--- config.mk ---
export PLATFORM = sky130hd
export DESIGN_NAME = store_fwd_queue
export DESIGN_NICKNAME = d
export VERILOG_FILES = /design/src/rtl/sfq_pkg.sv /design/src/rtl/sfq_ptrs.sv /design/src/rtl/sfq_entries.sv /design/src/rtl/sfq_search.sv /design/src/rtl/store_fwd_queue.sv
export SDC_FILE = /design/constraint.sdc
export NUM_CORES = 1
export LEC_CHECK = 0
export BUFFER_PORTS_ARGS = -buffer_cell sky130_fd_sc_hd__buf_2
export CAP_MARGIN = 15
export CORE_MARGIN = 2
export CORE_UTILIZATION = 35
export CTS_CLUSTER_SIZE = 8
export DETAILED_ROUTE_END_ITERATION = 12
export GPL_TIMING_DRIVEN = 0
export MAX_ROUTING_LAYER = met4
export PLACE_DENSITY = 0.52
export SLEW_MARGIN = 15
export SYNTH_ARGS = -nofsm -noshare
export SYNTH_HDL_FRONTEND = slang
export SYNTH_SLANG_ARGS = --single-unit
--- constraint.sdc ---
create_clock -name clk -period 11.4 [get_ports clk]
set_input_delay 0 -clock clk [delete_from_list [all_inputs] [get_ports clk]]
set_output_delay 0 -clock clk [all_outputs]
set_load 0.02 [all_outputs]
--- src/rtl/sfq_pkg.sv ---
package sfq_pkg;

  typedef enum logic [1:0] {
    LDV_CACHE   = 2'd0,
    LDV_WAIT    = 2'd1,
    LDV_FORWARD = 2'd2
  } ld_verdict_e;

  typedef enum logic {
    MODE_BYPASS  = 1'b0,
    MODE_FORWARD = 1'b1
  } disamb_mode_e;

endpackage

--- src/rtl/sfq_ptrs.sv ---
module sfq_ptrs #(
  parameter int DEPTH = 8,
  localparam int IDX_W = $clog2(DEPTH),
  localparam int AGE_W = IDX_W + 1
) (
  input  logic             clk,
  input  logic             rst_n,
  input  logic             push,
  input  logic             pop,
  output logic [IDX_W-1:0] head_idx,
  output logic [IDX_W-1:0] tail_idx,
  output logic [AGE_W-1:0] next_age,
  output logic             full,
  output logic             empty
);

  localparam logic [IDX_W:0] CNT_FULL = (IDX_W+1)'(DEPTH);

  logic [IDX_W:0]   count_q, count_d;
  logic [IDX_W-1:0] head_q, head_d;
  logic [AGE_W-1:0] age_q, age_d;
  logic             upd_en;

  always_comb begin
    count_d = count_q;
    head_d  = head_q;
    age_d   = age_q;
    if (push) begin
      age_d = age_q + 1'b1;
    end
    if (pop) begin
      head_d = head_q + 1'b1;
    end
    case ({push, pop})
      2'b10:   count_d = count_q + 1'b1;
      2'b01:   count_d = count_q - 1'b1;
      default: count_d = count_q;
    endcase
  end

  assign upd_en = push | pop;

  always_ff @(posedge clk or negedge rst_n) begin
    if (!rst_n) begin
      count_q <= '0;
      head_q  <= '0;
      age_q   <= '0;
    end else if (upd_en) begin
      count_q <= count_d;
      head_q  <= head_d;
      age_q   <= age_d;
    end
  end

  assign head_idx = head_q;
  assign tail_idx = age_q[IDX_W-1:0];
  assign next_age = age_q;
  assign full     = (count_q == CNT_FULL);
  assign empty    = (count_q == '0);

  assert_count_bound_R2: assert property (@(posedge clk) disable iff (!rst_n)
    count_q <= CNT_FULL);

  assert_pop_nonempty_R4: assert property (@(posedge clk) disable iff (!rst_n)
    pop |-> !empty);

  assert_push_not_full_R2: assert property (@(posedge clk) disable iff (!rst_n)
    push |-> !full);

endmodule

--- src/rtl/sfq_entries.sv ---
module sfq_entries #(
  parameter int DEPTH  = 8,
  parameter int ADDR_W = 16,
  parameter int DATA_W = 32,
  localparam int IDX_W = $clog2(DEPTH),
  localparam int AGE_W = IDX_W + 1
) (
  input  logic              clk,
  input  logic              rst_n,
  input  logic              alloc_fire,
  input  logic [IDX_W-1:0]  tail_idx,
  input  logic [AGE_W-1:0]  alloc_age,
  input  logic              free_fire,
  input  logic [IDX_W-1:0]  head_idx,
  input  logic              aw_valid,
  input  logic [IDX_W-1:0]  aw_slot,
  input  logic [ADDR_W-1:0] aw_addr,
  input  logic              dw_valid,
  input  logic [IDX_W-1:0]  dw_slot,
  input  logic [DATA_W-1:0] dw_data,
  output logic              e_valid [DEPTH],
  output logic [AGE_W-1:0]  e_age   [DEPTH],
  output logic              e_aok   [DEPTH],
  output logic [ADDR_W-1:0] e_addr  [DEPTH],
  output logic              e_dok   [DEPTH],
  output logic [DATA_W-1:0] e_data  [DEPTH]
);

  for (genvar g = 0; g < DEPTH; g++) begin : g_ent
    logic              val_q, val_d;
    logic              aok_q, aok_d;
    logic              dok_q, dok_d;
    logic [AGE_W-1:0]  age_q, age_d;
    logic [ADDR_W-1:0] addr_q, addr_d;
    logic [DATA_W-1:0] data_q, data_d;
    logic              alloc_here, free_here, aw_here, dw_here, en;

    assign alloc_here = alloc_fire && (tail_idx == IDX_W'(g));
    assign free_here  = free_fire  && (head_idx == IDX_W'(g));
    assign aw_here    = aw_valid && val_q && (aw_slot == IDX_W'(g));
    assign dw_here    = dw_valid && val_q && (dw_slot == IDX_W'(g));
    assign en         = alloc_here | free_here | aw_here | dw_here;

    always_comb begin
      val_d  = val_q;
      aok_d  = aok_q;
      dok_d  = dok_q;
      age_d  = age_q;
      addr_d = addr_q;
      data_d = data_q;
      if (alloc_here) begin
        val_d = 1'b1;
        aok_d = 1'b0;
        dok_d = 1'b0;
        age_d = alloc_age;
      end else begin
        if (free_here) begin
          val_d = 1'b0;
        end
        if (aw_here) begin
          aok_d  = 1'b1;
          addr_d = aw_addr;
        end
        if (dw_here) begin
          dok_d  = 1'b1;
          data_d = dw_data;
        end
      end
    end

    always_ff @(posedge clk or negedge rst_n) begin
      if (!rst_n) begin
        val_q  <= 1'b0;
        aok_q  <= 1'b0;
        dok_q  <= 1'b0;
        age_q  <= '0;
        addr_q <= '0;
        data_q <= '0;
      end else if (en) begin
        val_q  <= val_d;
        aok_q  <= aok_d;
        dok_q  <= dok_d;
        age_q  <= age_d;
        addr_q <= addr_d;
        data_q <= data_d;
      end
    end

    assign e_valid[g] = val_q;
    assign e_age[g]   = age_q;
    assign e_aok[g]   = aok_q;
    assign e_addr[g]  = addr_q;
    assign e_dok[g]   = dok_q;
    assign e_data[g]  = data_q;

    // allocation never lands on a live entry
    assert_alloc_free_slot_R2: assert property (@(posedge clk) disable iff (!rst_n)
      alloc_here |-> !val_q);

    // only a fully resolved head is released
    assert_free_resolved_R4: assert property (@(posedge clk) disable iff (!rst_n)
      free_here |-> (val_q && aok_q && dok_q));
  end

endmodule

--- src/rtl/sfq_search.sv ---
module sfq_search
  import sfq_pkg::*;
#(
  parameter int DEPTH  = 8,
  parameter int ADDR_W = 16,
  parameter int DATA_W = 32,
  localparam int IDX_W = $clog2(DEPTH),
  localparam int AGE_W = IDX_W + 1
) (
  input  logic              e_valid [DEPTH],
  input  logic [AGE_W-1:0]  e_age   [DEPTH],
  input  logic              e_aok   [DEPTH],
  input  logic [ADDR_W-1:0] e_addr  [DEPTH],
  input  logic              e_dok   [DEPTH],
  input  logic [DATA_W-1:0] e_data  [DEPTH],
  input  disamb_mode_e      mode,
  input  logic [AGE_W-1:0]  ld_age,
  input  logic [ADDR_W-1:0] ld_addr,
  output ld_verdict_e       verdict,
  output logic [DATA_W-1:0] fwd_data
);

  localparam logic [AGE_W-1:0] SPAN = AGE_W'(DEPTH);

  logic [AGE_W-1:0] diff_v  [DEPTH];
  logic             older_v [DEPTH];
  logic             unk_v   [DEPTH];
  logic             match_v [DEPTH];

  for (genvar g = 0; g < DEPTH; g++) begin : g_cmp
    assign diff_v[g]  = ld_age - e_age[g];
    assign older_v[g] = e_valid[g] && (diff_v[g] != '0) && (diff_v[g] <= SPAN);
    assign unk_v[g]   = older_v[g] && !e_aok[g];
    assign match_v[g] = older_v[g] && e_aok[g] && (e_addr[g] == ld_addr);
  end

  logic             any_unk;
  logic             found;
  logic [AGE_W-1:0] best_diff;
  logic [IDX_W-1:0] best_idx;

  // Youngest older match is the one nearest the load: smallest age distance.
  always_comb begin
    any_unk   = 1'b0;
    found     = 1'b0;
    best_diff = '1;
    best_idx  = '0;
    for (int i = 0; i < DEPTH; i++) begin
      if (unk_v[i]) begin
        any_unk = 1'b1;
      end
      if (match_v[i] && (!found || (diff_v[i] < best_diff))) begin
        found     = 1'b1;
        best_diff = diff_v[i];
        best_idx  = IDX_W'(i);
      end
    end
  end

  always_comb begin
    if (any_unk) begin
      verdict = LDV_WAIT;
    end else if (!found) begin
      verdict = LDV_CACHE;
    end else if (mode == MODE_BYPASS) begin
      verdict = LDV_WAIT;
    end else if (e_dok[best_idx]) begin
      verdict = LDV_FORWARD;
    end else begin
      verdict = LDV_WAIT;
    end
  end

  assign fwd_data = (verdict == LDV_FORWARD) ? e_data[best_idx] : '0;

endmodule

--- src/rtl/store_fwd_queue.sv ---
module store_fwd_queue
  import sfq_pkg::*;
#(
  parameter int DEPTH  = 8,
  parameter int ADDR_W = 16,
  parameter int DATA_W = 32,
  localparam int IDX_W = $clog2(DEPTH),
  localparam int AGE_W = IDX_W + 1
) (
  input  logic              clk,
  input  logic              rst_n,
  input  logic              alloc_valid,
  output logic              alloc_ready,
  output logic [IDX_W-1:0]  alloc_slot,
  output logic [AGE_W-1:0]  alloc_age,
  input  logic              addr_wr_valid,
  input  logic [IDX_W-1:0]  addr_wr_slot,
  input  logic [ADDR_W-1:0] addr_wr_addr,
  input  logic              data_wr_valid,
  input  logic [IDX_W-1:0]  data_wr_slot,
  input  logic [DATA_W-1:0] data_wr_data,
  input  logic              retire_en,
  output logic              cache_wr_valid,
  output logic [ADDR_W-1:0] cache_wr_addr,
  output logic [DATA_W-1:0] cache_wr_data,
  input  logic              fwd_mode,
  input  logic [AGE_W-1:0]  ld_age,
  input  logic [ADDR_W-1:0] ld_addr,
  output logic              ld_wait,
  output logic              ld_fwd_hit,
  output logic [DATA_W-1:0] ld_fwd_data
);

  logic             full, empty;
  logic             alloc_fire, free_fire;
  logic [IDX_W-1:0] head_idx, tail_idx;
  logic [AGE_W-1:0] next_age;

  logic              e_valid [DEPTH];
  logic [AGE_W-1:0]  e_age   [DEPTH];
  logic              e_aok   [DEPTH];
  logic [ADDR_W-1:0] e_addr  [DEPTH];
  logic              e_dok   [DEPTH];
  logic [DATA_W-1:0] e_data  [DEPTH];

  ld_verdict_e  verdict;
  disamb_mode_e mode;

  assign alloc_fire = alloc_valid && !full;
  assign free_fire  = retire_en && e_valid[head_idx] && e_aok[head_idx] && e_dok[head_idx];

  sfq_ptrs #(.DEPTH(DEPTH)) u_ptrs (
    .clk      (clk),
    .rst_n    (rst_n),
    .push     (alloc_fire),
    .pop      (free_fire),
    .head_idx (head_idx),
    .tail_idx (tail_idx),
    .next_age (next_age),
    .full     (full),
    .empty    (empty)
  );

  sfq_entries #(.DEPTH(DEPTH), .ADDR_W(ADDR_W), .DATA_W(DATA_W)) u_entries (
    .clk        (clk),
    .rst_n      (rst_n),
    .alloc_fire (alloc_fire),
    .tail_idx   (tail_idx),
    .alloc_age  (next_age),
    .free_fire  (free_fire),
    .head_idx   (head_idx),
    .aw_valid   (addr_wr_valid),
    .aw_slot    (addr_wr_slot),
    .aw_addr    (addr_wr_addr),
    .dw_valid   (data_wr_valid),
    .dw_slot    (data_wr_slot),
    .dw_data    (data_wr_data),
    .e_valid    (e_valid),
    .e_age      (e_age),
    .e_aok      (e_aok),
    .e_addr     (e_addr),
    .e_dok      (e_dok),
    .e_data     (e_data)
  );

  assign mode = disamb_mode_e'(fwd_mode);

  sfq_search #(.DEPTH(DEPTH), .ADDR_W(ADDR_W), .DATA_W(DATA_W)) u_search (
    .e_valid  (e_valid),
    .e_age    (e_age),
    .e_aok    (e_aok),
    .e_addr   (e_addr),
    .e_dok    (e_dok),
    .e_data   (e_data),
    .mode     (mode),
    .ld_age   (ld_age),
    .ld_addr  (ld_addr),
    .verdict  (verdict),
    .fwd_data (ld_fwd_data)
  );

  assign alloc_ready    = !full;
  assign alloc_slot     = tail_idx;
  assign alloc_age      = next_age;
  assign cache_wr_valid = free_fire;
  assign cache_wr_addr  = e_addr[head_idx];
  assign cache_wr_data  = e_data[head_idx];
  assign ld_wait        = (verdict == LDV_WAIT);
  assign ld_fwd_hit     = (verdict == LDV_FORWARD);

  assert_age_step_R2: assert property (@(posedge clk) disable iff (!rst_n)
    alloc_fire |=> (alloc_age == $past(alloc_age) + 1'b1));

  assert_age_hold_R2: assert property (@(posedge clk) disable iff (!rst_n)
    !alloc_fire |=> $stable(alloc_age));

  assert_retire_gate_R4: assert property (@(posedge clk) disable iff (!rst_n)
    cache_wr_valid |-> (retire_en && !empty));

  assert_hit_excl_R8: assert property (@(posedge clk) disable iff (!rst_n)
    ld_fwd_hit |-> !ld_wait);

  assert_bypass_nofwd_R7: assert property (@(posedge clk) disable iff (!rst_n)
    !fwd_mode |-> !ld_fwd_hit);

  assert_data_zero_R10: assert property (@(posedge clk) disable iff (!rst_n)
    !ld_fwd_hit |-> (ld_fwd_data == '0));

endmodule

### After elaboration in Yosys (flattened, before gate mapping)

Index checks and enable logic that the tools add are counted.

| storage, ports and cells | value |
|---|---|
| memory bits (read-only) | 0 |
| logic and storage cells | 471 |
| latch bits | 0 |
| flip-flop bits (word level) | 451 |
| memory bits (writable) | 0 |
| output and inout port bits | 91 |
| input bits | 81 |
| memories | 0 |

| cells by class | value |
|---|---|
| multiplexer cells | 105 |
| bitwise logic cells | 35 |
| divide/modulo/power cells | 0 |
| eq/ne operators | 41 |
| shift-type cells | 0 |
| $add $sub $neg | 12 |
| $mul | 0 |
| magnitude comparators | 17 |
| reduce and logical (&&, ||, !) cells | 210 |

Operator list:

| kind | count |
|---|---|
| binary-select mux 32 bit (select 3 bit) | 2 |
| two-way mux 32 bit | 5 |
| == test 16 bit | 8 |
| logical AND 1 bit | 99 |
| two-way mux 1 bit | 73 |
| AND reduction 2 bit | 35 |
| nonzero test 2 bit | 25 |
| binary-select mux 16 bit (select 3 bit) | 1 |
| == test 3 bit (second input constant) | 16 |
| AND reduction 3 bit | 16 |
| <= comparator 4 bit (second input constant) | 8 |
| two-way mux 16 bit | 2 |
| nonzero test 4 bit | 8 |
| subtractor 4 bit | 8 |
| less-than comparator 4 bit | 7 |
| two-way mux 4 bit | 7 |
| bitwise OR 1 bit | 25 |
| == test 3 x 2 -> 1 bit (second input constant) | 8 |
| zero test 1 bit | 16 |
| binary-select mux 1 bit (select 3 bit) | 4 |
| == test 3 x 1 -> 1 bit (second input constant) | 4 |
| zero test 3 bit | 4 |
| two-way mux 2 bit | 6 |
| two-way mux 3 bit | 4 |
| other kinds (11) | 29 |

### Longest topological paths before layout

Gate-level depths: netlist of run 1.

| logic depth | value |
|---|---|
| word-level depth | 45 |
| depth in mapped cells | 75 |
| mapped depth without buffers | 67 |

### Modules after synthesis

A second synthesis of run 1 with hierarchy kept.

| second synthesis, totals | value |
|---|---|
| cells, all modules | 2290 |
| area, all modules | 28657.5 um2 |

Modules (own cells, without submodules):

| module | cells an instance | area an instance (um2) | sequential area each (um2) | instances |
|---|---|---|---|---|
| sfq_entries | 1033 | 17135.2 | 11010.6 | 1 |
| sfq_search | 1010 | 7538.5 | 0.0 | 1 |
| store_fwd_queue | 190 | 3318.2 | 0.0 | 1 |
| sfq_ptrs | 57 | 665.6 | 275.3 | 1 |

### Worst setup path after synthesis of run 1

OpenSTA, ideal clock, no wires.

| path | value |
|---|---|
| path kind | reg-to-output |
| start point | register u_entries.g_ent[0].age_q[0] |
| end point | output port ld_fwd_data[21] |
| setup slack | -1.224 ns |
| cell stages (with the launch flop) | 70 |
| data arrival time | 12.624 ns |
| path buffers | 6 |
| required time | 11.400 ns |
| path through | dfrtp_1 > ha_1 > inv_1 > fa_1 > xor2_1 > nor3_1 > xnor3_1 > buf_2 > nand4_1 > nor2_1 > ha_1 > nand2_1 > nor4_1 > nand4_1 > a32oi_1 > nor2b_1 > nor2_1 > ha_1 > (+34 left out) > a21o_1 > a21oi_1 > inv_1 > nor2_1 > mux2_2 > a21oi_1 > ha_1 > nor2b_1 > o21ai_0 > and2_1 > clkbuf_1 > a211o_1 > o221ai_1 > buf_6 > mux2i_1 > a2111oi_4 > buf_6 > o21a_1 |

| between the ends | value |
|---|---|
| word-level cells in the longest chain between the ends | 45 |
| elaborated cells on any way between the ends | 79 |
| classes of those cells | 1 x add/sub; 8 x order compare; 1 x eq/ne; 41 x mux; 1 x bitwise; 27 x reduce/logical |

Ends and longest elaborated chain:

| element | RTL line | source |
|---|---|---|
| from (decl) | sfq_entries.sv:33 | `logic [AGE_W-1:0] age_q, age_d;` |
| from (signal assigned) | sfq_entries.sv:83 | `age_q <= age_d;` |
| subtractor 4 bit * | sfq_search.sv:31 | `assign diff_v[g] = ld_age - e_age[g];` |
| branches (longest 41 deep; another with <= comparator 4 bit) | n/a |  |
| two-way mux 2 bit * | sfq_search.sv:61 | `if (any_unk) begin` |
| == test 2 bit * | n/a |  |
| via ld_fwd_hit | store_fwd_queue.sv:30 | `output logic ld_fwd_hit,` |
| two-way mux 32 bit * | sfq_search.sv:74 | `assign fwd_data = (verdict == LDV_FORWARD) ? e_data[best_idx] : '0;` |
| to (decl) | store_fwd_queue.sv:31 | `output logic [DATA_W-1:0] ld_fwd_data` |

Mark *: on every way through the listed nets, which the timed path passes. The select of a mux whose other input is x is not followed.

### Worst setup path in the final report of run 1

| path | value |
|---|---|
| start point | register u_entries.g_ent[0].age_q[0] |
| end point | output port ld_fwd_data[7] |

| between the ends | value |
|---|---|
| word-level cells in the longest chain between the ends | 45 |
| elaborated cells on any way between the ends | 79 |
| classes of those cells | 1 x add/sub; 8 x order compare; 1 x eq/ne; 41 x mux; 1 x bitwise; 27 x reduce/logical |

Ends and longest elaborated chain:

| element | RTL line |
|---|---|
| subtractor 4 bit * | sfq_search.sv:31 |
| branches (longest 43 deep; another with <= comparator 4 bit) | n/a |
| two-way mux 32 bit * | sfq_search.sv:74 |

Mark *: on every way between the ends. The select of a mux whose other input is x is not followed.

==> results of run 1 <==
[where the power goes]
group | internal, mW | total, mW | switching, mW | leakage [nW]
combinational | 2.01 | 4.35 | 2.34 | 9.13
sequential | 2.38 | 3.05 | 0.666 | 5.54
clock | 1.04 | 1.80 | 0.753 | 0.877
total | 5.44 | 9.20 | 3.76 | 15.5
[Yosys cell counts, drive strengths merged, types with 7 or more instances]
master	count	area (sq um)
ha	50	625.6
a21o	18	135.1
nor2	56	210.2
buf	52	281.5
mux4	96	2162
xnor2	69	611.8
mux2	403	4542
xor2	98	865.8
mux2i	135	1351
a31oi	7	43.79
o21a	68	510.5
nand3	34	170.2
a21oi	73	372.9
clkbuf	83	311.6
a211o	8	70.07
nor2b	12	75.07
inv	62	232.7
and2	16	101.4
a211oi	15	117.6
o21ai	58	294.0
nand3b	7	52.55
nor3	34	180.2
o211ai	17	132.6
o22ai	35	219.0
nand2	280	1051
dfrtp	451	11290
fa	9	180.2
or3	8	50.05
nor4	33	225.2
nand4	44	281.5
[layout make-up]
type / count / area (sq um) / area share, %
diodes: 4 / 10.01 / 0.02907
plain buffers: 133 / 784.5 / 2.279
clock buffers: 70 / 1677 / 4.870
clock inverters: 7 / 122.6 / 0.3562
inverters: 64 / 240.2 / 0.6978
multi-input cells: 1783 / 16420 / 47.70
flip-flops and latches: 451 / 11290 / 32.78
well taps: 1050 / 1314 / 3.816
repair buffers: 304 / 2572 / 7.472
[kinds of logic (layout without fill, tap and decap cells)]
group	Yosys count	count (layout)
AOI/OAI and AO/OA	351	351
and+or+nand+nor	566	566
xor gates and xnor gates	170	170
adders and majority gates	62	62
other	0	4
muxes	634	634
buffers and inverters	199	578
DFF	451	451
[path summary, 6_finish.rpt]
kind	start	endpoint	slack, ns	cells past startpoint
max	u_entries.g_ent[0].age_q[0]	ld_fwd_data[7]	-1.67	72
min	rst_n	u_entries.g_ent[1].data_q[24]	-0.02	2
max reg2reg	u_ptrs.count_q[1]	u_entries.g_ent[6].data_q[3]	7.31	8
min reg2reg	u_entries.g_ent[4].age_q[2]	u_entries.g_ent[4].age_q[2]	0.45	2
max in group asynchronous	rst_n	u_entries.g_ent[0].data_q[4]	9.97	4
min in group clk	alloc_valid	u_ptrs.next_age[0]	0.08	4
[layer usage]
layer	global-route usage [%]	routed length, microns	part of all wire (%)
met2	38.82	46990	48
met4	6.963	2155	2.2
met3	3.752	5038	5.2
met1	31.93	42850	44
met5	-	0	0
[sequential cells by signal, indices dropped and copies added, names as in the netlist]
register	flops
u_ptrs.head_idx	3
u_entries.g_ent.data_q	256
u_ptrs.next_age	4
u_entries.g_ent.dok_q	8
u_ptrs.count_q	4
u_entries.g_ent.aok_q	8
u_entries.g_ent.addr_q	128
u_entries.g_ent.val_q	8
u_entries.g_ent.age_q	32
[per-stage QoR]
step | total power, mW | area (sq um) | TNS [ns] | setup slack (ns) | std cells
after floorplan | 5.792 | 27970 | -11.51 | -0.3814 | 2433
after global placement | 7.058 | 30060 | -100.91 | -3.075 | 3637
after detailed placement | 7.184 | 30220 | -106.37 | -3.252 | 3644
after CTS | 9.160 | 33870 | -60.49 | -1.855 | 3832
after global routing | 9.749 | 34430 | -72.98 | -2.187 | 3866
final | 9.200 | 34430 | -55.18 | -1.671 | 3866
[timing repair]
item,4_1_cts,5_1_grt
gates cloned,4,4
hold endpoints to repair,557,0
hold buffers,52,0
setup endpoints to repair,34,34
pin swaps,68,40
buffers inserted,56,29
resized for setup,186,55
[critical path: cells and delay by family (launching register included)]
kind,cells,cell delay [ns]
adders and majority gates,9,2.65
DFF,1,0.35
and+or+nand+nor,22,2.43
AOI/OAI and AO/OA,21,3.06
buffers and inverters,12,1.64
xor gates and xnor gates,2,0.47
muxes,6,1.80
==> insert_results.sql, run 1 <==
INSERT INTO impl_metrics (metric_group, metric, value, unit) VALUES
('run_status', 'status', 'finished with violations', ''),
('run_status', 'violations', 'hold timing, setup timing', ''),
('synth', 'post_synth_num_cell_types', '98', ''),
('global_route', 'overflow', '0', ''),
('clock_tree', 'max-clock-path-buffers', '3', ''),
('critical_path', 'worst_path_largest_cell_delay', '0.38', 'ns'),
('detailed_routing', 'detail_route.vias_per_cell', '5.668', ''),
('floorplanning', 'die_area', '81350', 'sq um'),
('floorplanning', 'initial_core_util', '35.21', '%'),
('finish', 'layout_common_cells', 'sky130_fd_sc_hd__dfrtp_1, sky130_fd_sc_hd__mux2_2, sky130_fd_sc_hd__nand2_1, sky130_fd_sc_hd__buf_2, sky130_fd_sc_hd__mux2i_1', ''),
('synth', 'synth_seq_cells', '451', ''),
('worst_hold_path', 'worstHoldPathType', 'in -> async', ''),
('synth', 'netlist_instances', '2433', ''),
('timing', 'layout_worst_path_cycle_share', '114.7', '%'),
('detailed_routing', 'dr.pass1.iters', '5', ''),
('floorplanning', 'total_core_area', '78610', 'sq um'),
('detailed_routing', 'routedWlPerCell', '25.10', 'microns'),
('power', 'peakVddDrop', '0.0001351', 'V'),
('timing', 'setup_repair_after_global_routing_missed_its_margin', 'yes', ''),
('global_route', 'grt_first_pass_wirelength', '144800', 'microns'),
('finish', 'final_nets', '2943', ''),
('synth', 'synthArstFlopShare', '100.0', '%'),
('finish', 'share_of_layout_cells_above_drive_strength_1', '36.13', '%'),
('floorplanning', 'io-pin-count', '172', ''),
('timing', 'clock-skew-final', '0.03000', 'ns'),
('synth', 'mappedNetlistNets', '2573', ''),
('timing', 'slew_headroom', '19.48', '%'),
('clock_tree', 'cts_num_sinks', '451', ''),
('critical_path', 'max_fo_critical_path', '8', ''),
('critical_path', 'crit_arrival', '13.07', 'ns'),
('global_route', 'gr-usage-all-layers', '24.27', '%'),
('clock_tree', 'clock_tree.root_cell', 'sky130_fd_sc_hd__clkbuf_16', ''),
('detailed_routing', 'ant_nets', '0', ''),
('synth', 'fraction_of_the_mapped_netlist_area_in_compound_gates', '8.648', '%'),
('global_route', 'largest_net_degree_at_the_start_of_global_routing', '101', ''),
('synth', 'combinational_family_with_the_most_area_after_synthesis', 'multiplexers', ''),
('synth', 'adder_cell_share_of_the_synthesized_area', '3.024', '%'),
('finish', 'n_fill_cell', '7473', ''),
('detailed_routing', 'initialDrtViolationCount', '1565', ''),
('place', 'place.port_buffers', '154', ''),
('global_route', 'number_of_antenna_violations_at_the_first_check_in_global_routing', '4', ''),
('timing', 'final-hold-violation-count', '6', ''),
('critical_path', 'cp_slowest_cell', 'sky130_fd_sc_hd__fa_2', ''),
('critical_path', 'timing.critical_path.required', '11.40', 'ns'),
('global_route', 'first_global_vias', '22580', ''),
('critical_path', 'timing.critical_path.from_type', 'flop', ''),
('synth', 'seq_area_frac_synth', '40.77', '%'),
('synth', 'ys.warnings.count', '0', ''),
('synth', 'synth_enable_flop_cells', '0', ''),
('timing', 'fin_hold_ws', '-0.01576', 'ns'),
('detailed_routing', 'route.final.wire_length', '97030', 'microns'),
('timing', 'timing.final.setup_violations', '34', ''),
('synth', 'post_synth_and_or_nand_nor_area_fraction', '9.850', '%'),
('run', 'maxCapViolations', '0', ''),
('synth', 'top_reg_cell_synth', 'sky130_fd_sc_hd__dfrtp_1', ''),
('detailed_routing', 'detail_route.drc_violations', '0', ''),
('synth', 'synth_xor_xnor_area_share', '5.592', '%'),
('timing', 'post-route-worst-setup-slack', '-1.671', 'ns'),
('clock_tree', 'numCtsBuffers', '66', ''),
('place', 'place.gp.congestion', '0.9219', ''),
('timing', 'final_max_tran_viols', '0', ''),
('detailed_routing', 'vias', '21910', ''),
('finish', 'post-route-util', '43.79', '%'),
('finish', 'flow.area_growth_from_synthesis', '24.38', '%'),
('synth', 'synth.avg_cell_area', '11.38', 'sq um'),
('power', 'leakage', '15.55', 'nW'),
('critical_path', 'cpMostUsedCell', 'sky130_fd_sc_hd__nor2_4', ''),
('synth', 'synthMuxAreaShare', '29.10', '%'),
('power', 'p_per_area', '267.2', 'nW/um^2'),
('synth', 'synth_area', '27680', 'sq um'),
('floorplanning', 'die_y', '285.2', 'microns');
Note: power is estimated with default switching activity, not from simulation.
==> run 2: changes to the inputs <==
--- a/config.mk
+++ b/config.mk
@@ -11,10 +11,11 @@
 export CORE_UTILIZATION = 35
 export CTS_CLUSTER_SIZE = 8
 export DETAILED_ROUTE_END_ITERATION = 12
+export GPL_ROUTABILITY_DRIVEN = 1
 export GPL_TIMING_DRIVEN = 0
-export MAX_ROUTING_LAYER = met4
 export PLACE_DENSITY = 0.52
 export SLEW_MARGIN = 15
 export SYNTH_ARGS = -nofsm -noshare
 export SYNTH_HDL_FRONTEND = slang
 export SYNTH_SLANG_ARGS = --single-unit
+export TNS_END_PERCENT = 20
==> run 2 against run 1 <==
Net effect: the flow finishes with violations (setup timing); global-route usage is 0.92 points lower; die area stayed put; register-to-register slack worse by 0.07 ns; clock skew hardly changed; critical endpoint is now ld_fwd_data[1]; largest power group unchanged.
==> insert_results.sql, run 2 (same netlist as run 1, synthesis figures left out) <==
INSERT INTO impl_metrics (metric_group, metric, value, unit) VALUES
('finish', 'fin_cells', '3852', ''),
('place', 'pre_cts_slack', '-3.049', 'ns'),
('power', 'sw_frac_of_total', '40.55', '%'),
('floorplanning', 'die_y', '285.2', 'microns'),
('finish', 'share_of_layout_cells_above_drive_strength_1', '35.65', '%'),
('worst_hold_path', 'worstHoldPathType', 'in -> reg', ''),
('run_status', 'violations', 'setup timing', ''),
('global_route', 'first_global_vias', '22670', ''),
('timing', 'fin_hold_ws', '0.09240', 'ns'),
('finish', 'multi_input_area', '16370', 'sq um'),
('critical_path', 'path_buf_inv', '10', ''),
('detailed_routing', 'vias', '21690', ''),
('critical_path', 'crit_arrival', '12.95', 'ns'),
('clock_tree', 'path_clk_slew', '0.05', 'ns'),
('detailed_routing', 'met2_wirelength', '45950', 'microns'),
('timing', 'post-route-min-period', '12.95', 'ns'),
('finish', 'flow.area_growth_from_synthesis', '23.42', '%'),
('timing', 'setup_repair_after_global_routing_missed_its_margin', 'yes', ''),
('floorplanning', 'initial_core_util', '35.21', '%'),
('run_status', 'status', 'finished with violations', ''),
('finish', 'top_regs', 'u_entries.g_ent.data_q (256), u_entries.g_ent.addr_q (128), u_entries.g_ent.age_q (32)', ''),
('critical_path', 'cp_slowest_cell', 'sky130_fd_sc_hd__fa_2', ''),
('finish', 'layout_commonest_cell', 'sky130_fd_sc_hd__dfrtp_1', ''),
('critical_path', 'max_fo_critical_path', '6', ''),
('floorplanning', 'total_core_area', '78610', 'sq um'),
('finish', 'layout_common_cells', 'sky130_fd_sc_hd__dfrtp_1, sky130_fd_sc_hd__mux2_2, sky130_fd_sc_hd__nand2_1, sky130_fd_sc_hd__buf_2, sky130_fd_sc_hd__mux2i_1', ''),
('floorplanning', 'row_count', '103', ''),
('detailed_routing', 'dr.pass1.iters', '6', ''),
('power', 'p_per_area', '268.9', 'nW/um^2'),
('global_route', 'number_of_antenna_violations_at_the_first_check_in_global_routing', '2', ''),
('timing', 'post-route-worst-setup-slack', '-1.555', 'ns'),
('timing', 'slew_headroom', '25.23', '%'),
('timing', 'worst_margin_pin_slew', '1.122', 'ns'),
('timing', 'final_max_tran_viols', '0', ''),
('detailed_routing', 'met3_wire_length', '5555', 'microns'),
('critical_path', 'end_kind', 'output port', ''),
('finish', 'post-route-util', '43.45', '%'),
('power', 'total_power', '9.184', 'mW'),
('place', 'dpl.hpwl', '68960', 'microns'),
('floorplanning', 'io-pin-count', '172', ''),
('critical_path', 'timing.critical_path.max_delay_family', 'compound AO/OA/AOI/OAI gates', ''),
('detailed_routing', 'ant_nets', '0', ''),
('timing', 'fin_tns_setup', '-50.62', 'ns'),
('power', 'power_frac_comb', '47.2', '%'),
('floorplanning', 'die_area', '81350', 'sq um'),
('global_route', 'grt_first_pass_wirelength', '143800', 'microns'),
('place', 'placement_stage_cell_area', '30210', 'sq um'),
('detailed_routing', 'detail_route.drc_violations', '0', ''),
('finish', 'n_fill_cell', '7451', ''),
('power', 'share_seq_of_total_power', '33.1', '%'),
('critical_path', 'worst_path_largest_cell_delay', '0.38', 'ns'),
('detailed_routing', 'routed.top_layer', 'met5', ''),
('global_route', 'overflow', '0', ''),
('power', 'leakage', '15.46', 'nW'),
('finish', 'sequential_cell_area', '11290', 'sq um'),
('timing', 'max_freq', '77.19', 'MHz'),
('finish', 'antennaDiodeCount', '0', ''),
('global_route', 'largest_net_degree_at_the_start_of_global_routing', '100', ''),
('clock_tree', 'max-clock-path-buffers', '3', ''),
('clock_tree', 'clock_tree.root_cell', 'sky130_fd_sc_hd__clkbuf_16', ''),
('finish', 'final_nets', '2933', ''),
('critical_path', 'timing.critical_path.from_type', 'flop', ''),
('timing', 'clock-skew-final', '0.02996', 'ns'),
('clock_tree', 'clock_tree_from_tritoncts', 'yes', ''),
('clock_tree', 'numCtsBuffers', '66', ''),
('detailed_routing', 'route.final.wire_length', '96310', 'microns'),
('clock_tree', 'cts_num_sinks', '451', ''),
('global_route', 'gr-usage-all-layers', '23.36', '%'),
('detailed_routing', 'detail_route.vias_per_cell', '5.631', ''),
('timing', 'layout_worst_path_cycle_share', '113.6', '%'),
('finish', 'regMostFlops', 'u_entries.g_ent.data_q', ''),
('detailed_routing', 'initialDrtViolationCount', '1397', ''),
('place', 'place.gp.congestion', '0.9133', ''),
('finish', 'largest_register_ff_count', '256', ''),
('power', 'peakVddDrop', '0.0001611', 'V'),
('clock_tree', 'clock_tree.htree_level_count', '3', ''),
('timing', 'timing.final.setup_violations', '34', ''),
('detailed_routing', 'route.layer.met1.wl', '41820', 'microns'),
('detailed_routing', 'routedWlPerCell', '25.00', 'microns'),
('power', 'p_sw', '3.725', 'mW'),
('place', 'placedCellCount', '3644', ''),
('clock_tree', 'clk-insertion-delay-late', '0.62', 'ns'),
('power', 'power_frac_clock', '19.7', '%'),
('timing', 'final-hold-violation-count', '0', ''),
('critical_path', 'timing_worst_setup_path_type', 'reg -> out', ''),
('place', 'place.port_buffers', '154', ''),
('finish', 'stdcell_area', '34160', 'sq um'),
('floorplanning', 'die_width', '285.2', 'microns'),
('run', 'maxCapViolations', '0', ''),
('power', 'cell_internal_pwr', '5.460', 'mW'),
('critical_path', 'timing.critical_path.required', '11.40', 'ns');
-- run 2: cell types whose count changed in the layout (fill, tap and decap cells not counted), sizes merged --
cell	before	now
dlygate4sd3	52	53
clkinv	5	4
bufbuf	1	0
clkbuf	155	156
buf	299	291
diode	4	0
inv	66	64
-- run 2: worst register-to-register path, cell delays in order (launching register included) --
cell and delay (ns):
sky130_fd_sc_hd__dfrtp_1 0.41, sky130_fd_sc_hd__or4b_2 0.71, sky130_fd_sc_hd__and2_1 0.22, sky130_fd_sc_hd__clkbuf_1 0.22, sky130_fd_sc_hd__nand3_1 0.26, sky130_fd_sc_hd__clkbuf_1 0.55
sky130_fd_sc_hd__nand4_1 0.69, sky130_fd_sc_hd__clkbuf_1 0.56, sky130_fd_sc_hd__mux2_2 0.41
-- run 2: what timing repair did --
item | in CTS | in global routing
endpoints found under the setup margin | 34 | 34
setup buffers | 58 | 20
hold endpoints to repair | 568 | 0
hold buffers | 54 | 0
pin swaps | 29 | 26
cloned | 1 | 2
resized for setup | 175 | 44
-- run 2: final timing paths --
path	start	endpoint	cells past startpoint	slack [ns]
max	u_entries.g_ent[0].age_q[0]	ld_fwd_data[1]	71	-1.55
min	alloc_valid	u_ptrs.next_age[0]	4	0.09
max reg2reg	u_ptrs.count_q[1]	u_entries.g_ent[4].data_q[10]	8	7.24
min reg2reg	u_entries.g_ent[6].age_q[2]	u_entries.g_ent[6].age_q[2]	2	0.44
max in group asynchronous	rst_n	u_entries.g_ent[7].data_q[5]	6	9.50
min in group asynchronous	rst_n	u_entries.g_ent[3].dok_q	4	0.50
-- run 2: cell type report --
type                       count  area share, %
buffer                       132          2.245
sequential                   451          33.04
clock buffer                  73          5.128
multi-input combinational   1783          47.92
timing repair buffer         295          6.945
inverter                      64         0.7032
tap                         1050          3.846
clock inverter                 4         0.1795
-- run 2: layer usage --
| layer | up-vias | GRT usage [%] |
|---|---|---|
| li1 | 9634 | - |
| met5 | - | 0 |
| met4 | 4 | 8.076 |
| met2 | 685 | 38.22 |
| met3 | 160 | 4.160 |
| met1 | 11210 | 31.17 |
-- run 2: power by group through the flow --
stage                     clock network (mW)  logic (mW)  registers [mW]
final                                   1.81        4.33            3.04
after global routing                    1.92        4.66            3.14
after CTS                               1.85        4.28            3.03
after detailed placement                   0        4.14            3.05
after global placement                     0        4.06            2.99
after floorplan                            0        2.95            2.84
